`src/rtl/lnk_irq_pkg.sv`:
```
package lnk_irq_pkg;
    localparam int REG_W   = 16;
    localparam int N_STS   = 7;   // status bits live at register bits 1..7
    localparam int B_INEA  = 9;
    localparam int B_INTR  = 8;
    localparam int B_MERR  = 7;
    localparam int B_MISS  = 6;
    // index into the status vector: register bit minus one
    localparam int S_MERR  = 6;
    localparam int S_MISS  = 5;

    typedef struct packed {
        logic             inea;
        logic [N_STS-1:0] sts;
        logic             bus_rel;
        logic             rx_off;
        logic             tx_off;
    } reg_state_t;
endpackage

```
`src/rtl/lnk_ready_watchdog.sv`:
```
module lnk_ready_watchdog #(
    parameter int TIMEOUT = 256
) (
    input  logic clk,
    input  logic rst_n,
    input  logic stop_prim,
    input  logic bus_master,
    input  logic addr_valid,
    input  logic bus_ready,
    output logic expire
);
    localparam int CNT_W = (TIMEOUT > 1) ? $clog2(TIMEOUT) : 1;
    localparam logic [CNT_W-1:0] LAST = CNT_W'(TIMEOUT - 1);

    typedef struct packed {
        logic [CNT_W-1:0] cnt;
        logic             fired;
    } wd_t;

    wd_t  st_q, st_d;
    logic waiting;

    always_comb begin
        waiting = bus_master && addr_valid && !bus_ready;
        expire  = waiting && !st_q.fired && (st_q.cnt == LAST);
        st_d    = st_q;
        if (stop_prim || !waiting) begin
            st_d.cnt   = '0;
            st_d.fired = 1'b0;
        end else if (expire) begin
            st_d.fired = 1'b1;
        end else if (!st_q.fired) begin
            st_d.cnt = st_q.cnt + 1'b1;
        end
    end

    always_ff @(posedge clk or negedge rst_n) begin
        if (!rst_n) st_q <= '0;
        else        st_q <= st_d;
    end

    a_r8_single_fire: assert property (@(posedge clk) disable iff (!rst_n)
        expire |=> !expire);
    a_r8_idle_no_fire: assert property (@(posedge clk) disable iff (!rst_n)
        !bus_master |-> !expire);
endmodule

```
`src/rtl/lnk_busy_tracker.sv`:
```
module lnk_busy_tracker (
    input  logic clk,
    input  logic rst_n,
    input  logic stop_prim,
    input  logic miss_set,
    input  logic miss_clr,
    input  logic link_up,
    output logic local_busy,
    output logic rnr_req,
    output logic rr_req
);
    typedef struct packed {
        logic busy;
        logic rnr;
        logic rr;
    } bt_t;

    bt_t st_q, st_d;

    always_comb begin
        st_d     = st_q;
        st_d.rnr = 1'b0;
        st_d.rr  = 1'b0;
        if (stop_prim) begin
            st_d.busy = 1'b0;
        end else if (miss_set) begin
            if (link_up && !st_q.busy) begin
                st_d.busy = 1'b1;
                st_d.rnr  = 1'b1;
            end
        end else if (miss_clr && st_q.busy) begin
            st_d.busy = 1'b0;
            st_d.rr   = 1'b1;
        end
    end

    always_ff @(posedge clk or negedge rst_n) begin
        if (!rst_n) st_q <= '0;
        else        st_q <= st_d;
    end

    assign local_busy = st_q.busy;
    assign rnr_req    = st_q.rnr;
    assign rr_req     = st_q.rr;

    a_r10_rnr_enters_busy: assert property (@(posedge clk) disable iff (!rst_n)
        rnr_req |-> local_busy);
    a_r11_rr_leaves_busy: assert property (@(posedge clk) disable iff (!rst_n)
        rr_req |-> !local_busy);
    a_r10_pulse_exclusive: assert property (@(posedge clk) disable iff (!rst_n)
        !(rnr_req && rr_req));
endmodule

```
`src/rtl/lnk_irq_status.sv`:
```
module lnk_irq_status
    import lnk_irq_pkg::*;
#(
    parameter int TIMEOUT = 256
) (
    input  logic             clk,
    input  logic             rst_n,
    input  logic             stop_prim,
    input  logic             stopped,
    input  logic             wr_en,
    input  logic [REG_W-1:0] wr_data,
    output logic [REG_W-1:0] rd_data,
    input  logic             ev_miss,
    input  logic             ev_ror,
    input  logic             ev_tur,
    input  logic             ev_pint,
    input  logic             ev_tint,
    input  logic             ev_rint,
    input  logic             bus_master,
    input  logic             addr_valid,
    input  logic             bus_ready,
    input  logic             link_up,
    output logic             irq_n,
    output logic             bus_release,
    output logic             rx_off,
    output logic             tx_off,
    output logic             local_busy,
    output logic             rnr_req,
    output logic             rr_req
);
    reg_state_t       st_q, st_d;
    logic             expire;
    logic [N_STS-1:0] ev_vec;
    logic [N_STS-1:0] clr_vec;
    logic             intr;
    logic             miss_clr;
    logic             unused_wr;

    assign unused_wr = ^{wr_data[REG_W-1:B_INEA+1], wr_data[B_INTR], wr_data[0]};

    lnk_ready_watchdog #(.TIMEOUT(TIMEOUT)) u_wd (
        .clk        (clk),
        .rst_n      (rst_n),
        .stop_prim  (stop_prim),
        .bus_master (bus_master),
        .addr_valid (addr_valid),
        .bus_ready  (bus_ready),
        .expire     (expire)
    );

    always_comb begin
        ev_vec   = {expire, ev_miss, ev_ror, ev_tur, ev_pint, ev_tint, ev_rint};
        clr_vec  = wr_en ? wr_data[N_STS:1] : '0;
        miss_clr = clr_vec[S_MISS] && st_q.sts[S_MISS] && !ev_miss;

        st_d         = st_q;
        st_d.bus_rel = expire;
        st_d.tx_off  = expire;
        st_d.rx_off  = expire || ev_miss;
        for (int i = 0; i < N_STS; i++) begin
            st_d.sts[i] = ev_vec[i] || (st_q.sts[i] && !clr_vec[i]);
        end
        if (wr_en) begin
            if (!wr_data[B_INEA])  st_d.inea = 1'b0;
            else if (!stopped)     st_d.inea = 1'b1;
        end
        if (stop_prim) st_d = '0;
    end

    always_ff @(posedge clk or negedge rst_n) begin
        if (!rst_n) st_q <= '0;
        else        st_q <= st_d;
    end

    lnk_busy_tracker u_busy (
        .clk        (clk),
        .rst_n      (rst_n),
        .stop_prim  (stop_prim),
        .miss_set   (ev_miss),
        .miss_clr   (miss_clr),
        .link_up    (link_up),
        .local_busy (local_busy),
        .rnr_req    (rnr_req),
        .rr_req     (rr_req)
    );

    always_comb begin
        intr                = |st_q.sts;
        rd_data             = '0;
        rd_data[N_STS:1]    = st_q.sts;
        rd_data[B_INTR]     = intr;
        rd_data[B_INEA]     = st_q.inea;
        irq_n               = !(st_q.inea && intr);
    end

    assign bus_release = st_q.bus_rel;
    assign rx_off      = st_q.rx_off;
    assign tx_off      = st_q.tx_off;

    a_r6_stop_clears: assert property (@(posedge clk) disable iff (!rst_n)
        stop_prim |=> (rd_data == '0));
    a_r4_no_enable_when_stopped: assert property (@(posedge clk) disable iff (!rst_n)
        (stopped && !rd_data[B_INEA]) |=> !rd_data[B_INEA]);
    a_r7_event_sticks: assert property (@(posedge clk) disable iff (!rst_n)
        (ev_miss && !stop_prim) |=> rd_data[B_MISS]);
    a_r9_merr_with_shutdown: assert property (@(posedge clk) disable iff (!rst_n)
        bus_release |-> (rd_data[B_MERR] && tx_off && rx_off));
    a_r3_pin_needs_enable: assert property (@(posedge clk) disable iff (!rst_n)
        !irq_n |-> (rd_data[B_INEA] && rd_data[B_INTR]));
endmodule

```
`config.mk`:
```
export PLATFORM = sky130hd
export DESIGN_NAME = lnk_irq_status
export DESIGN_NICKNAME = d
export VERILOG_FILES = /design/src/rtl/lnk_irq_pkg.sv /design/src/rtl/lnk_ready_watchdog.sv /design/src/rtl/lnk_busy_tracker.sv /design/src/rtl/lnk_irq_status.sv
export SDC_FILE = /design/constraint.sdc
export NUM_CORES = 1
export LEC_CHECK = 0
export BUFFER_PORTS_ARGS = -buffer_cell sky130_fd_sc_hd__buf_4
export CORE_MARGIN = 4
export CORE_UTILIZATION = 48
export DETAILED_ROUTE_END_ITERATION = 10
export GPL_TIMING_DRIVEN = 0
export PLACE_DENSITY = 0.84
export SYNTH_ARGS = -nofsm -noshare
export SYNTH_HDL_FRONTEND = slang
export SYNTH_SLANG_ARGS = --single-unit
```
`constraint.sdc`:
```
create_clock -name clk -period 3.4 [get_ports clk]
set_input_delay 0.34 -clock clk [delete_from_list [all_inputs] [get_ports clk]]
set_output_delay 0.34 -clock clk [all_outputs]
set_load 0.01 [all_outputs]
```
-- Yosys cells after proc, flatten, opt, wreduce, memory -nomap -nowiden
Cells that the tools add are included.
W data, S select, Z words.
- output and inout bits: 23
- word-level logic and storage cells: 78
- input bits: 31
- register bits: 23
- add/sub/neg operators: 1
- mux-type cells: 17
- reduce and logical (&&, ||, !) cells: 45
- equal/unequal tests: 5
- operator list (kind ; number):
    $logic_and A1 B1 Y1 ; 16
    $mux W8 ; 2
    $logic_not A1 Y1 ; 13
    $mux W11 ; 1
    $mux W1 ; 10
    $logic_or A1 B1 Y1 ; 9
    $mux W9 ; 1
    $add A8 B1 Y8 const B ; 1
    $eq A8 B8 Y1 const B ; 1
    $mux W7 ; 1
    $reduce_or A7 Y1 ; 1
    $reduce_and A2 Y1 ; 3
    $mux W2 ; 2
    $reduce_bool A2 Y1 ; 2
    $ne A3 B2 Y1 const B ; 1
    $ne A3 B3 Y1 const B ; 1
    $reduce_bool A3 Y1 ; 1
    $ne A2 B1 Y1 const B ; 1
    $ne A2 B2 Y1 const B ; 1

-- Depth between registers and ports, before layout
- depth after elaboration: 7
- gate-level depth with buffers: 4
- gate-level depth less buffers: 4

-- Cells and area by module
From an unflattened synthesis, not the netlist that was laid out.
- cells, all modules: 111
- area total of the unflattened synthesis: 1218.7 um2
- modules (own cells, without submodules) (module ; seq. area each (um2) ; cells each ; instances ; area an instance (um2)):
    lnk_ready_watchdog ; 225.2 ; 54 ; 1 ; 561.8
    lnk_irq_status ; 250.2 ; 48 ; 1 ; 544.3
    lnk_busy_tracker ; 75.1 ; 9 ; 1 ; 112.6

-- Worst setup path before layout
No wires, ideal clock.
- kind: flip-flop to flip-flop
- from: reg u_wd.st_q[1] (netlist bit)
- to: reg u_wd.st_q[7] (netlist bit)
- path slack: 2096 ps
- period minus slack after synthesis: 1304 ps
- arrival time: 1218 ps
- stages on the path, launching flop included: 5
- path buffers: 0
- data required time: 3314 ps
- library setup time: 86 ps
- cells stage by stage: dfrtp_1 ha_1 and4b_1 and4bb_1 nor3_1
- cells in the longest elaborated chain, start to end: 4
- elaborated cells on any way between the ends: 8
- those cells by class: add/sub (1); eq/ne (2); mux (3); reduce/logical (2)
- RTL lines (item ; line ; source):
    start: declaration ; lnk_ready_watchdog.sv:20 ; wd_t st_q, st_d;
    start signal: assignment ; lnk_ready_watchdog.sv:39 ; else st_q <= st_d;
    $add A8 B1 Y8 / $eq A8 B8 Y1 (equally long branches) ; lnk_ready_watchdog.sv:33, lnk_ready_watchdog.sv:25 ;
    $mux W8 / $logic_and A1 B1 Y1 (equally long branches) ; lnk_ready_watchdog.sv:32, lnk_ready_watchdog.sv:25 ;
    $mux W8 / $ne A2 B1 Y1 (equally long branches) ; -- ;
    $mux W9 / $reduce_and A2 Y1 (equally long branches) ; -- ;
Parallel ways exist; a longest one is shown, timed or not. The select of a mux whose other input is x is not followed.
A chain may end at the register's enable or synchronous reset.

-- Worst setup path in the final report
- from: reg st_q, in the netlist rd_data[4]
- to: out rd_data[8]
- cells in the longest elaborated chain, start to end: 1
- RTL lines (item ; line ; source):
    start: declaration ; lnk_irq_status.sv:31 ; reg_state_t st_q, st_d;
    start signal: assignment ; lnk_irq_status.sv:72 ; else st_q <= st_d;
    $reduce_or A7 Y1 ; lnk_irq_status.sv:88 ; intr = |st_q.sts;
    end: declaration ; lnk_irq_status.sv:12 ; output logic [REG_W-1:0] rd_data,
No other way between the ends.

==> key figures <==
Synth
  • Seq cells post-synth: 22
  • Post-synthesis sequential area ratio: 49.7%
  • Yosys warnings: 0
  • Area share of the leading cell type in the synthesized netlist: 49.7%
  • Gate Count Post-Synth: 113
  • Post-Syn Area: 1110 um2
  • Synth cell types: 36
  • Top post-synthesis cells by area: dfrtp_1 50%, buf_4 6.1%, nand2_1 6.1%, a21oi_1 3.2%, nor2_1 3.1%
  • Cell taking the most area after synthesis: dfrtp_1
  • Syn Area/Cell: 9.80 um2

Critical path
  • Slowest cell on crit path: dfrtp_1
  • CP max stage delay: a little over 400 ps
  • Critical-path cell list: nor4_1 > nand2_1 > buf_4 > buf_4
  • Worst path most repeated cell: buf_4
  • Critical path required time: slightly above 3000 ps
  • Critical path start-end classification: reg2out
  • Crit path buf inv count: 2
  • Critical path's top delay family: simple AND/OR/NAND/NOR gates
  • CP startpoint kind: flop
  • Worst EP arrival: 1400 ps
  • Worst Path Max Fanout: 3
  • Crit path capture type: output pin

Placed design
  • Final HPWL DP: 1.79 mm
  • Routability Congestion: 0.804
  • Port bufs: 37

Floorplan
  • Die Y: 56.0 um
  • IO Pins: 54
  • Initial core utilization: approximately 50%
  • Die ar.: roughly 3100 um2
  • Core ar.: 2210 um2
  • Row count: 17
  • Die X: 56.0 um

Clocking
  • CTS tree: done
  • Clock Latency Late Sink: 290 ps
  • Clock Pin Slew Worst Setup and Hold Paths: 110 ps
  • Post-CTS setup buffer count: 0
  • Post-cts repair resize count: 0
  • CTS root buf: clkbuf_4
  • H-Tree Depth: 1
  • Clk sinks: 22
  • Max Buffers Root-to-Sink: 2
  • CTS buffer count: 3

Detailed routing
  • Residual DRC: 0
  • DR WL/cell: 12.4 um
  • Vias: slightly below 1000
  • Final WL: roughly 2.3 mm
  • Drt first pass iters: 4
  • ANT nets after route: 0
  • Iter 0 DRT Violations: 27
  • Vias/cell: about 5.1

Layout
  • Layout cells sized above 1: 33.5%
  • Most frequent cells in the layout: 46 x buf_4, 22 x dfrtp_1, 18 x nand2_1
  • Ant diodes: 0
  • Most common cell after layout, fill and taps aside: buf_4
  • Area Overhead vs Synth: 34.5%
  • Nets: between 150 and 200

Timing
  • Final period util: 51.3%
  • Final Hold Fails: 0
  • Final Setup Violations: 0
  • Slew Limit Fails: 0
  • Hold_ws: ~230 ps
  • FMAX: approximately 570 MHz
  • Clock skew: between 3 and 4 ps
  • Fin Setup TNS: 0 ps
  • RSZ-0062 raised after global routing: no
  • Minimum clock period: 1740 ps

Pwr
  • Cell Pwr Density: 327 nW/um2
  • Static Leak: 0.778 nW
  • Max VDD drop: 0.191 mV
  • Pwr Total: 0.000487 W

Run
  • Max Cap Viol: 0

GRT
  • Total grt overflow: 0
  • Vias in the first global route: 937
  • First-pass GRT wire length: around 4 mm
  • Initial antenna violation count: 0
  • Total GRT Usage: 15.3%
  • Largest net degree at the start of global routing: 23

Outcome
  • Status: finished, final reports clean

Worst hold path
  • Worst hold path type: in2reg
[kinds of logic (layout without fill, tap and decap cells)]
group	after synthesis	in the layout	share of synthesized area, %
mux	3	3	2.71
fa+ha+maj	1	1	1.13
flops	22	22	49.7
compound gates	21	21	13.4
buf+inv	16	58	8.59
simple gates	49	49	24.1
other cells	1	7	0.339
[power by group]
part            total, W  leakage (nW)  internal [W]  switching (W)
logic          0.0000752         0.461     0.0000414      0.0000338
registers       0.000275         0.296      0.000269     0.00000582
clock network   0.000136        0.0210     0.0000652      0.0000712
[stage by stage]
step | utilization, % | area (um2) | setup WS [ps] | std cells
final | 67.3 | 1490 | 1660 | 189
after global routing | 67.3 | 1490 | 1580 | 189
after CTS | 67.3 | 1490 | 1630 | 189
after detailed placement | 65.2 | 1440 | 1960 | 184
after global placement | 65.2 | 1440 | 2000 | 184
after floorplan | - | 1130 | 2100 | 119
[sequential cells by signal, summed over array words and instances (netlist names)]
name               count
u_busy.local_busy      1
u_wd.st_q              9
u_busy.rnr_req         1
u_busy.rr_req          1
bus_release            1
rd_data                8
rx_off                 1
[Yosys cell counts (all sizes together)]
library cell / instances
a21boi: 1
a21oi: 7
a22oi: 1
a311oi: 1
a31oi: 4
a41oi: 2
and2b: 1
and3: 2
and3b: 1
and4: 1
and4b: 2
and4bb: 1
buf: 10
clkbuf: 2
conb: 1
dfrtp: 22
ha: 1
inv: 4
mux2i: 3
nand2: 18
nand2b: 1
nand3: 2
nand3b: 1
nand4: 1
nand4b: 1
nor2: 9
nor2b: 1
nor3: 3
nor3b: 1
nor4: 1
nor4b: 1
nor4bb: 1
o21ai: 5
[routing by layer]
metal  track usage (%)  wire length, um
met3              4.87              229
met2              26.7             1140
met5                 0                0
met1              17.9              962
met4              4.07                8
[cell type report]
cell class,instances,area (um2)
timing repair buffer,38,288
sequential,22,551
fill,187,723
tap,28,35.0
multi-input combinational,81,484
inverter,4,15.0
buffer,12,80.1
clock buffer,4,36.3
[repair_timing]
| item | in CTS | in global routing |
|---|---|---|
| endpoints found under the setup margin | 0 | 0 |
| endpoints found under the hold margin | 22 | 0 |
| hold buffers | 1 | 0 |
[path summary, 6_finish.rpt]
kind / slack (ps) / endpoint / from / depth (start not counted)
max in group asynchronous: 2730 / rd_data[9] / rst_n / 2
hold / removal: 230 / u_busy.rnr_req / stop_prim / 2
setup / recovery: 1660 / rd_data[8] / rd_data[4] / 4
min in group asynchronous: 450 / u_busy.rnr_req / rst_n / 2
setup reg to reg: 1950 / u_wd.st_q[7] / u_wd.st_q[1] / 4
hold reg to reg: 500 / u_busy.rnr_req / u_busy.local_busy / 1
Note: power is estimated with default switching activity, not from simulation.
